## config.mk

```make
export PLATFORM = sky130hd
export DESIGN_NAME = setup_addr_filter
export DESIGN_NICKNAME = d
export VERILOG_FILES = /design/src/rtl/sf_filter_pkg.sv /design/src/rtl/sf_table_loader.sv /design/src/rtl/sf_addr_match.sv /design/src/rtl/setup_addr_filter.sv
export SDC_FILE = /design/constraint.sdc
export NUM_CORES = 2
export LEC_CHECK = 0
export BUFFER_PORTS_ARGS = -buffer_cell sky130_fd_sc_hd__buf_2
export CAP_MARGIN = 0
export CORE_MARGIN = 4
export CORE_UTILIZATION = 40
export DETAILED_ROUTE_END_ITERATION = 12
export GPL_TIMING_DRIVEN = 0
export SKIP_CTS_REPAIR_TIMING = 1
export SLEW_MARGIN = 20
export SYNTH_ARGS = -nofsm -noshare
export SYNTH_HDL_FRONTEND = slang
export SYNTH_SLANG_ARGS = --single-unit
```

## constraint.sdc

```tcl
create_clock -name clk_i -period 3.4 [get_ports clk_i]
set_clock_uncertainty 0.05 [all_clocks]
set_input_delay 0.51 -clock clk_i [delete_from_list [all_inputs] [get_ports clk_i]]
set_output_delay 0.51 -clock clk_i [all_outputs]
set_load 0.005 [all_outputs]
```

## src/rtl/sf_filter_pkg.sv

```systemverilog
package sf_filter_pkg;
  localparam int unsigned WORD_W = 32;
  localparam int unsigned HALF_W = 16;
  localparam int unsigned ADDR_W = 48;
  localparam int unsigned PARTS  = ADDR_W / HALF_W;
  localparam logic [WORD_W-1:0] WB_OK = 32'h7FFF_FFFF;

  typedef enum logic [1:0] {
    RX_IDLE = 2'd0,
    RX_HALF = 2'd1,
    RX_DONE = 2'd2
  } rx_phase_e;
endpackage

```

## src/rtl/sf_table_loader.sv

```systemverilog
module sf_table_loader
  import sf_filter_pkg::*;
#(
  parameter int unsigned N_ENT = 16
) (
  input  logic                         clk_i,
  input  logic                         rst_ni,
  input  logic                         valid_i,
  input  logic                         first_i,
  input  logic [WORD_W-1:0]            word_i,
  output logic [N_ENT-1:0][ADDR_W-1:0] table_o,
  output logic                         done_o
);
  localparam int unsigned EW = $clog2(N_ENT);

  logic [EW-1:0]                 ent_q, ent_cur;
  logic [1:0]                    part_q, part_cur;
  logic [N_ENT-1:0][ADDR_W-1:0]  shadow_q, table_q;
  logic                          commit_q, done_q, last_w;

  // setup_first_i restarts the frame at word 0
  assign ent_cur  = first_i ? '0 : ent_q;
  assign part_cur = first_i ? '0 : part_q;
  assign last_w   = valid_i && (ent_cur == EW'(N_ENT-1)) && (part_cur == 2'(PARTS-1));

  always_ff @(posedge clk_i or negedge rst_ni) begin
    if (!rst_ni) begin
      ent_q    <= '0;
      part_q   <= '0;
      shadow_q <= '1;
      table_q  <= '1;
      commit_q <= 1'b0;
      done_q   <= 1'b0;
    end else begin
      commit_q <= last_w;
      done_q   <= commit_q;
      if (commit_q) table_q <= shadow_q;
      if (valid_i) begin
        shadow_q[ent_cur][part_cur*HALF_W +: HALF_W] <= word_i[HALF_W-1:0];
        if (part_cur == 2'(PARTS-1)) begin
          part_q <= '0;
          ent_q  <= (ent_cur == EW'(N_ENT-1)) ? '0 : ent_cur + EW'(1);
        end else begin
          part_q <= part_cur + 2'd1;
          ent_q  <= ent_cur;
        end
      end
    end
  end

  assign table_o = table_q;
  assign done_o  = done_q;

  a_r2_part_range: assert property (@(posedge clk_i) disable iff (!rst_ni)
    part_q < 2'(PARTS));
  a_r8_table_hold: assert property (@(posedge clk_i) disable iff (!rst_ni)
    !commit_q |=> $stable(table_q));
  a_r7_done_isolated: assert property (@(posedge clk_i) disable iff (!rst_ni)
    done_q |=> !done_q);
endmodule

```

## src/rtl/sf_addr_match.sv

```systemverilog
module sf_addr_match
  import sf_filter_pkg::*;
#(
  parameter int unsigned N_ENT = 16
) (
  input  logic [N_ENT-1:0][ADDR_W-1:0] table_i,
  input  logic [ADDR_W-1:0]            da_i,
  output logic [N_ENT-1:0]             hit_o
);
  for (genvar g = 0; g < N_ENT; g++) begin : g_cmp
    assign hit_o[g] = (table_i[g] == da_i);
  end
endmodule

```

## src/rtl/setup_addr_filter.sv

```systemverilog
module setup_addr_filter
  import sf_filter_pkg::*;
#(
  parameter int unsigned N_ENT = 16
) (
  input  logic              clk_i,
  input  logic              rst_ni,
  input  logic              mc_pass_i,
  input  logic              setup_valid_i,
  input  logic              setup_first_i,
  input  logic [WORD_W-1:0] setup_word_i,
  input  logic              rx_valid_i,
  input  logic              rx_sof_i,
  input  logic [WORD_W-1:0] rx_word_i,
  output logic              accept_o,
  output logic              reject_o,
  output logic              wb_valid_o,
  output logic [WORD_W-1:0] wb_status_o
);
  logic [N_ENT-1:0][ADDR_W-1:0] table_w;
  logic [N_ENT-1:0]             hit_w;
  logic [ADDR_W-1:0]            da_w;
  logic [WORD_W-1:0]            lo_q;
  rx_phase_e                    phase_q;
  logic                         acc_q, rej_q, take_w, pass_w;

  sf_table_loader #(.N_ENT(N_ENT)) u_loader (
    .clk_i   (clk_i),
    .rst_ni  (rst_ni),
    .valid_i (setup_valid_i),
    .first_i (setup_first_i),
    .word_i  (setup_word_i),
    .table_o (table_w),
    .done_o  (wb_valid_o)
  );

  assign da_w = {rx_word_i[HALF_W-1:0], lo_q};

  sf_addr_match #(.N_ENT(N_ENT)) u_match (
    .table_i (table_w),
    .da_i    (da_w),
    .hit_o   (hit_w)
  );

  assign take_w = rx_valid_i && !rx_sof_i && (phase_q == RX_HALF);
  assign pass_w = (|hit_w) || (mc_pass_i && lo_q[0]);

  always_ff @(posedge clk_i or negedge rst_ni) begin
    if (!rst_ni) begin
      lo_q    <= '0;
      phase_q <= RX_IDLE;
      acc_q   <= 1'b0;
      rej_q   <= 1'b0;
    end else begin
      acc_q <= 1'b0;
      rej_q <= 1'b0;
      if (rx_valid_i && rx_sof_i) begin
        lo_q    <= rx_word_i;
        phase_q <= RX_HALF;
      end else if (take_w) begin
        acc_q   <= pass_w;
        rej_q   <= !pass_w;
        phase_q <= RX_DONE;
      end
    end
  end

  assign accept_o    = acc_q;
  assign reject_o    = rej_q;
  assign wb_status_o = wb_valid_o ? WB_OK : '0;

  a_r6_exclusive: assert property (@(posedge clk_i) disable iff (!rst_ni)
    !(accept_o && reject_o));
  a_r6_after_word: assert property (@(posedge clk_i) disable iff (!rst_ni)
    (accept_o || reject_o) |-> $past(rx_valid_i && !rx_sof_i));
  a_r10_no_repeat: assert property (@(posedge clk_i) disable iff (!rst_ni)
    (accept_o || reject_o) |=> !(accept_o || reject_o));
  a_r5_mc_accept: assert property (@(posedge clk_i) disable iff (!rst_ni)
    (take_w && mc_pass_i && lo_q[0]) |=> accept_o);
  a_r7_status: assert property (@(posedge clk_i) disable iff (!rst_ni)
    wb_valid_o |-> (wb_status_o == 32'h7FFF_FFFF));
endmodule

```

== Word-level counts from Yosys, hierarchy flattened ==
Index checks and enable logic that the tools add are counted.

* Output and inout port bits: 35
* Logic and storage cells: 93
* Input port bits: 71
* Register bits after elaboration: 1,580

* Order comparisons: 2
* Muxes and demuxes: 15
* Add/sub/neg operators: 3
* Eq/ne operators: 19
* Reduce and logical (&&, ||, !) cells: 12
* Shifts and indexed selects: 2

{| class="wikitable"
|+ Operators by type and width
! kind !! count
|-
| bitwise mux 768 bit || 1
|-
| == test 48 bit || 16
|-
| demux 48 bit (select 4 bit) || 1
|-
| 2-to-1 mux 48 bit || 1
|-
| variable shift 16 x 34 -> 48 bit, first input constant || 1
|-
| indexed part select 16 x 34 -> 48 bit || 1
|-
| negation 6 -> 34 bit || 1
|-
| 2-to-1 mux 31 bit || 1
|-
| OR reduction 16 bit || 1
|-
| 2-to-1 mux 4 bit || 3
|-
| 2-to-1 mux 2 bit || 4
|-
| logical AND 1 bit || 7
|-
| less-than comparator 4 x 5 -> 1 bit, second input constant || 1
|-
| adder 4 x 1 -> 4 bit, second input constant || 1
|-
| == test 4 bit, second input constant || 1
|-
| greater-or-equal comparator 4 x 1 -> 1 bit, second input constant || 1
|-
| 2-to-1 mux 1 bit || 4
|-
| adder 2 x 1 -> 2 bit, second input constant || 1
|-
| == test 2 x 1 -> 1 bit, second input constant || 1
|-
| == test 2 bit, second input constant || 1
|-
| zero test 1 bit || 2
|-
| nonzero test 2 bit || 1
|-
| logical OR 1 bit || 1
|}

== Logic depth before layout (Yosys ltp) ==
* Depth after elaboration: 6
* Mapped depth: 10
* Depth with buffers taken out: 8

== By module ==
From an unflattened synthesis, not the netlist that was laid out.

* Cell total of the unflattened synthesis: 4,706
* Area total of the unflattened synthesis: 72,246.8 um^2

{| class="wikitable"
|+ By module, submodules not included
! module !! area each (um^2) !! cells each !! times used !! seq. area each (um^2)
|-
| sf_table_loader || 61,102.4 || 3,466 || 1 || 40,558.9
|-
| sf_addr_match || 9,376.5 || 1,120 || 1 || 0.0
|-
| setup_addr_filter || 1,767.9 || 120 || 1 || 900.9
|}

== Least setup slack after synthesis ==
OpenSTA, ideal clock, no wires.

* Path kind: input to register
* From: in setup_first_i
* To: reg u_loader.shadow_q[309] (netlist bit)
* Data required time: 3.271 ns
* Stages on the path: 9
* Library setup time: 0.079 ns
* Slack: 1.079 ns
* Data arrival time: 2.192 ns
* Path buffers: 3
* Cell sequence: buf_2 > nor2b_1 > inv_1 > ha_1 > nor3_2 > buf_2 > nand2_1 > clkbuf_1 > o21ai_0

* Cells in the longest elaborated chain, start to end: 6
* Elaborated cells on any way between the ends: 11
* Those cells by class: 1 x add/sub; 2 x order compare; 2 x shift; 5 x mux; 1 x reduce/logical

{| class="wikitable"
|+ Ends and longest elaborated chain
! item !! RTL line !! source
|-
| from (decl) || setup_addr_filter.sv:10 || <nowiki>input logic setup_first_i,</nowiki>
|-
| 2-to-1 mux 2 bit / 2-to-1 mux 4 bit (equally long branches) || sf_table_loader.sv:23, sf_table_loader.sv:22 ||
|-
| negation 6 -> 34 bit, or another cell as far along || sf_table_loader.sv:39 || <nowiki>shadow_q[ent_cur][part_cur*HALF_W +: HALF_W] <= word_i[HALF_W-1:0];</nowiki>
|-
| variable shift 16 x 34 -> 48 bit / logical AND 1 bit (equally long branches) || sf_table_loader.sv:39 ||
|-
| 2-to-1 mux 48 bit (not written as such) || sf_table_loader.sv:39 ||
|-
| demux 48 bit (select 4 bit) || -- ||
|-
| bitwise mux 768 bit (*) || sf_table_loader.sv:39 ||
|-
| to (signal, indexed assignment) || sf_table_loader.sv:39 ||
|-
| to (decl) || sf_table_loader.sv:18 || <nowiki>logic [N_ENT-1:0][ADDR_W-1:0] shadow_q, table_q;</nowiki>
|}

Every way passes the cells marked *; elsewhere a longest branch is shown, timed or not.
A chain may end at the register's enable or synchronous reset.

== Final worst setup path ==
* From: reg u_loader.part_q[1]
* To: reg u_loader.shadow_q[489] (netlist bit)

* Cells in the longest elaborated chain, start to end: 6
* Elaborated cells on any way between the ends: 7
* Those cells by class: 1 x add/sub; 2 x shift; 4 x mux

{| class="wikitable"
|+ Ends and longest elaborated chain
! item !! RTL line !! source
|-
| from (decl) || sf_table_loader.sv:17 || <nowiki>logic [1:0] part_q, part_cur;</nowiki>
|-
| from (signal assigned) || sf_table_loader.sv:44 || <nowiki>part_q <= part_cur + 2'd1;</nowiki>
|-
| 2-to-1 mux 2 bit (*) || sf_table_loader.sv:23 || <nowiki>assign part_cur = first_i ? '0 : part_q;</nowiki>
|-
| negation 6 -> 34 bit (*) || sf_table_loader.sv:39 ||
|-
| variable shift 16 x 34 -> 48 bit || sf_table_loader.sv:39 ||
|-
| 2-to-1 mux 48 bit (not written as such) || sf_table_loader.sv:39 ||
|-
| demux 48 bit (select 4 bit) || -- ||
|-
| bitwise mux 768 bit (*) || sf_table_loader.sv:39 ||
|}

Marks and branches as above.

==> flow_summary.html <==
<table>
<tr><th>Metric</th><th>Value</th></tr>
<tr><th colspan="2">Yosys</th></tr>
<tr><td>Fraction of the yosys area taken by sequential cells</td><td>0.6014</td></tr>
<tr><td>Mapped Cells</td><td>5530</td></tr>
<tr><td>Average cell area after synthesis</td><td>12.47 um2</td></tr>
<tr><td>Number of enable-type register cells in the synthesized netlist</td><td>0</td></tr>
<tr><td>Synth unique cells</td><td>43</td></tr>
<tr><td>Predominant post-synthesis flop cell</td><td>sky130_fd_sc_hd__dfstp_2</td></tr>
<tr><td>Synthesized flop and latch total</td><td>1580</td></tr>
<tr><td>Async set-reset flop share out of synthesis</td><td>1.000</td></tr>
<tr><td>Total nets after synthesis</td><td>5611</td></tr>
<tr><td>Syn Std Cell Area</td><td>0.06893 mm2</td></tr>
<tr><td>Number of warning messages in the yosys log</td><td>0</td></tr>
<tr><th colspan="2">Die</th></tr>
<tr><td>Die width</td><td>423.1 um</td></tr>
<tr><td>I/O pin total</td><td>106</td></tr>
<tr><td>Initial Util</td><td>0.4018</td></tr>
<tr><td>Total core area</td><td>0.1715 mm2</td></tr>
<tr><td>Number of placement rows</td><td>152</td></tr>
<tr><td>Die area</td><td>0.1790 mm2</td></tr>
<tr><td>Chip height</td><td>423.1 um</td></tr>
<tr><th colspan="2">Final layout</th></tr>
<tr><td>Net count of the finished layout</td><td>5913</td></tr>
<tr><td>Most common cell after layout, fill and taps aside</td><td>sky130_fd_sc_hd__dfstp_2</td></tr>
<tr><td>Commonest cells after routing, fill and taps aside</td><td>sky130_fd_sc_hd__dfstp_2 (1536), sky130_fd_sc_hd__nand2_1 (837), sky130_fd_sc_hd__mux2_2 (803)</td></tr>
<tr><td>Area Overhead vs Synth</td><td>15.17%</td></tr>
<tr><td>Share of final-layout standard cells stronger than drive strength 1</td><td>0.5013</td></tr>
<tr><th colspan="2">Routing</th></tr>
<tr><td>Remaining routing DRC violations</td><td>0</td></tr>
<tr><td>Count of routing violations after the opening detailed-route iteration</td><td>5114</td></tr>
<tr><td>Total vias in the final route</td><td>46760</td></tr>
<tr><td>Vias per cell</td><td>5.635</td></tr>
<tr><td>TritonRoute pass-1 iters</td><td>6</td></tr>
<tr><td>Wire length after detailed routing</td><td>262.8 mm</td></tr>
<tr><td>Routed wirelength normalized by instance count</td><td>31.67 um</td></tr>
<tr><td>Detail Route Antenna Nets</td><td>0</td></tr>
<tr><th colspan="2">STA</th></tr>
<tr><td>Number of slew-limit violations in the final report</td><td>0</td></tr>
<tr><td>Headroom to the max-slew limit</td><td>0.1637</td></tr>
<tr><td>Min Clock Period, post-route</td><td>3.572 ns</td></tr>
<tr><td>Post-route setup slack</td><td>-0.1722 ns</td></tr>
<tr><td>Fmax</td><td>279.9 MHz</td></tr>
<tr><td>Setup repair after global routing missed its margin</td><td>yes</td></tr>
<tr><td>Endpoints failing hold</td><td>0</td></tr>
<tr><td>Actual transition at the worst max-transition pin</td><td>1.254 ns</td></tr>
<tr><td>Period utilisation layout</td><td>1.051</td></tr>
<tr><td>Final-report setup violation count</td><td>168</td></tr>
<tr><th colspan="2">Power and ir drop</th></tr>
<tr><td>Design Power</td><td>44.25 mW</td></tr>
<tr><td>Leakage power total</td><td>31.54 nW</td></tr>
<tr><td>Worst IR Drop VDD</td><td>0.4557 mV</td></tr>
<tr><td>Pwr dens</td><td>557.4 mW/mm2</td></tr>
<tr><th colspan="2">Status</th></tr>
<tr><td>Outcome</td><td>finished, violations left</td></tr>
<tr><td>Violated checks</td><td>negative setup slack</td></tr>
<tr><th colspan="2">Critical path</th></tr>
<tr><td>Worst flop-to-flop path startpoint</td><td>u_loader.part_q[1]</td></tr>
<tr><td>Arrival time of the worst setup path</td><td>4.25 ns</td></tr>
<tr><td>Crit path kind</td><td>flip-flop to flip-flop</td></tr>
<tr><td>Critical Path Start Type</td><td>flip-flop</td></tr>
<tr><td>Source of the critical timing path</td><td>u_loader.part_q[1]</td></tr>
<tr><td>Endpoint class of the critical path</td><td>flip-flop</td></tr>
<tr><td>Destination of the worst register-to-register timing path</td><td>u_loader.shadow_q[489]</td></tr>
<tr><td>Biggest fanout along the worst timing path</td><td>10</td></tr>
<tr><td>R2R cell count</td><td>10</td></tr>
<tr><td>FF-to-FF setup slack</td><td>-0.17 ns</td></tr>
<tr><td>End of the critical path</td><td>u_loader.shadow_q[489]</td></tr>
<tr><td>Data required time of the critical path</td><td>4.07 ns</td></tr>
<tr><th colspan="2">GRT</th></tr>
<tr><td>Maximum number of pins on one net before global-route repair</td><td>145</td></tr>
<tr><td>Number of global-route vias before repair</td><td>46170</td></tr>
<tr><td>Grt total ovfl</td><td>0</td></tr>
<tr><td>Number of antenna violations at the first check in global routing</td><td>49</td></tr>
<tr><td>Overall Global Routing Usage</td><td>0.2889</td></tr>
<tr><td>Global-route wire length before repair</td><td>363.3 mm</td></tr>
<tr><th colspan="2">Place</th></tr>
<tr><td>Number of input and output port buffers inserted</td><td>72</td></tr>
<tr><td>HPWL after detailed placement</td><td>172.0 mm</td></tr>
<tr><td>RD Place Congestion</td><td>0.8993</td></tr>
<tr><td>Worst-case setup slack after placement</td><td>-0.8309 ns</td></tr>
<tr><th colspan="2">CTS</th></tr>
<tr><td>Clock latency on the worst-skew pair</td><td>0.82 ns</td></tr>
<tr><td>Total clock sinks</td><td>1580</td></tr>
<tr><td>Number of CTS-inserted buffers</td><td>170</td></tr>
<tr><td># H-tree levels</td><td>4</td></tr>
<tr><td>TritonCTS clock tree</td><td>done</td></tr>
<tr><td>Cell at the root of the clock tree</td><td>sky130_fd_sc_hd__clkbuf_16</td></tr>
<tr><td>Clock-pin slew reported for the worst setup and hold paths after clock tree synthesis</td><td>0.06 ns</td></tr>
<tr><td>Number of buffers on the longest clock path</td><td>3</td></tr>
<tr><th colspan="2">Flow run</th></tr>
<tr><td>Number of violations of the max-capacitance limit</td><td>0</td></tr>
<tr><th colspan="2">Hold path</th></tr>
<tr><td>Worst hold path class</td><td>primary input to flip-flop</td></tr>
</table>
sequential cells by signal, summed over array words and instances (netlist names):
register / flops
lo_q: 32
u_loader.table_o: 768
reject_o: 1
u_loader.commit_q: 1
phase_q: 2
u_loader.shadow_q: 768
accept_o: 1
u_loader.ent_q: 4
u_loader.done_o: 1
u_loader.part_q: 2
worst min path at each step:
stage | cells after the start | endpoint | startpoint | slack [ns]
CTS | 1 | lo_q[18] | rst_ni | -0.35
floorplan | 0 | accept_o | rst_ni | 0.16
global placement | 2 | u_loader.shadow_q[520] | u_loader.shadow_q[520] | 0.40
global route | 4 | phase_q[0] | rx_valid_i | 0.03
finish | 4 | phase_q[0] | rx_valid_i | 0.01
detailed placement | 2 | u_loader.shadow_q[569] | u_loader.shadow_q[569] | 0.41
metrics by stage:
step	instances	util	cell area (um2)	hold WS (ns)	TNS, ns
global placement	7912	0.4208	72180	0.4009	-
finish	8298	0.4628	79390	0.009592	-9.355
global route	8285	0.4626	79360	0.02855	-6.467
detailed placement	7951	0.4267	73210	0.4094	-171.11
floorplan	5530	-	68930	0.1644	0
CTS	8263	0.4611	79100	-0.3469	-5.886
metal layers:
| layer | track usage | vias up | share of wire |
|---|---|---|---|
| met5 | 0 | - | 0 |
| met4 | 0.1584 | 0 | 0.064 |
| met3 | 0.07607 | 628 | 0.099 |
| met2 | 0.4266 | 2248 | 0.44 |
| met1 | 0.3871 | 24540 | 0.40 |
| li1 | - | 19340 | - |
final cells by class:
cell class	instances	area, um2
Tap cell	2310	2890
Buffer	423	2582
Inverter	5	18.77
Clock inverter	49	659.4
Antenna cell	16	40.04
Clock buffer	263	5234
Multi-Input combinational cell	3522	24990
Sequential cell	1580	41460
Timing Repair Buffer	130	1509
Fill cell	15640	92160
cell usage after synthesis, types with 2 or more instances:
| library cell | n | area (um2) |
|---|---|---|
| sky130_fd_sc_hd__a21oi_1 | 4 | 20.02 |
| sky130_fd_sc_hd__a32o_1 | 2 | 20.02 |
| sky130_fd_sc_hd__and2_1 | 3 | 18.77 |
| sky130_fd_sc_hd__and3_1 | 3 | 18.77 |
| sky130_fd_sc_hd__buf_1 | 5 | 18.77 |
| sky130_fd_sc_hd__buf_2 | 64 | 320.3 |
| sky130_fd_sc_hd__buf_4 | 48 | 360.4 |
| sky130_fd_sc_hd__buf_6 | 69 | 777.0 |
| sky130_fd_sc_hd__buf_8 | 12 | 180.2 |
| sky130_fd_sc_hd__clkbuf_1 | 223 | 837.1 |
| sky130_fd_sc_hd__dfrtp_1 | 44 | 1101 |
| sky130_fd_sc_hd__dfstp_2 | 1536 | 40360 |
| sky130_fd_sc_hd__ha_1 | 10 | 125.1 |
| sky130_fd_sc_hd__inv_1 | 4 | 15.01 |
| sky130_fd_sc_hd__mux2_2 | 803 | 9042 |
| sky130_fd_sc_hd__nand2_1 | 849 | 3187 |
| sky130_fd_sc_hd__nand2b_1 | 2 | 12.51 |
| sky130_fd_sc_hd__nand3_1 | 27 | 135.1 |
| sky130_fd_sc_hd__nand4_1 | 76 | 475.5 |
| sky130_fd_sc_hd__nor2_1 | 8 | 30.03 |
| sky130_fd_sc_hd__nor2b_1 | 2 | 12.51 |
| sky130_fd_sc_hd__nor3_1 | 13 | 65.06 |
| sky130_fd_sc_hd__nor3_2 | 2 | 20.02 |
| sky130_fd_sc_hd__nor4_1 | 165 | 1032 |
| sky130_fd_sc_hd__nor4_2 | 3 | 37.54 |
| sky130_fd_sc_hd__o21ai_0 | 765 | 3829 |
| sky130_fd_sc_hd__o21ai_1 | 6 | 30.03 |
| sky130_fd_sc_hd__xnor2_1 | 144 | 1261 |
| sky130_fd_sc_hd__xor2_1 | 624 | 5465 |
where the power goes:
group / switching, mW / internal [mW]
clock: 7.92 / 11.7
sequential: 0.130 / 19.3
combinational: 4.02 / 1.21
worst max-delay path: stages (launching register included):
cell and delay, ns:
sky130_fd_sc_hd__dfrtp_1 0.37, sky130_fd_sc_hd__nor2b_1 0.16, sky130_fd_sc_hd__inv_1 0.13, sky130_fd_sc_hd__ha_1 0.29, sky130_fd_sc_hd__and3_1 0.29, sky130_fd_sc_hd__clkbuf_2 0.21, sky130_fd_sc_hd__buf_2 0.22, sky130_fd_sc_hd__nand2_1 0.68
sky130_fd_sc_hd__clkbuf_2 0.55, sky130_fd_sc_hd__buf_16 0.27, sky130_fd_sc_hd__o21ai_0 0.20
cells by family after synthesis:
| group | synth area share |
|---|---|
| XOR/XNOR | 0.09758 |
| multiplexers | 0.1312 |
| AO/OA/AOI/OAI | 0.05737 |
| AND/OR/NAND/NOR | 0.07375 |
| adder cells (fa/ha/maj) | 0.001815 |
| flip-flops | 0.6014 |
| other | 0.00005440 |
| buffers and inverters | 0.03681 |
Power figures use the tool's default switching activity.
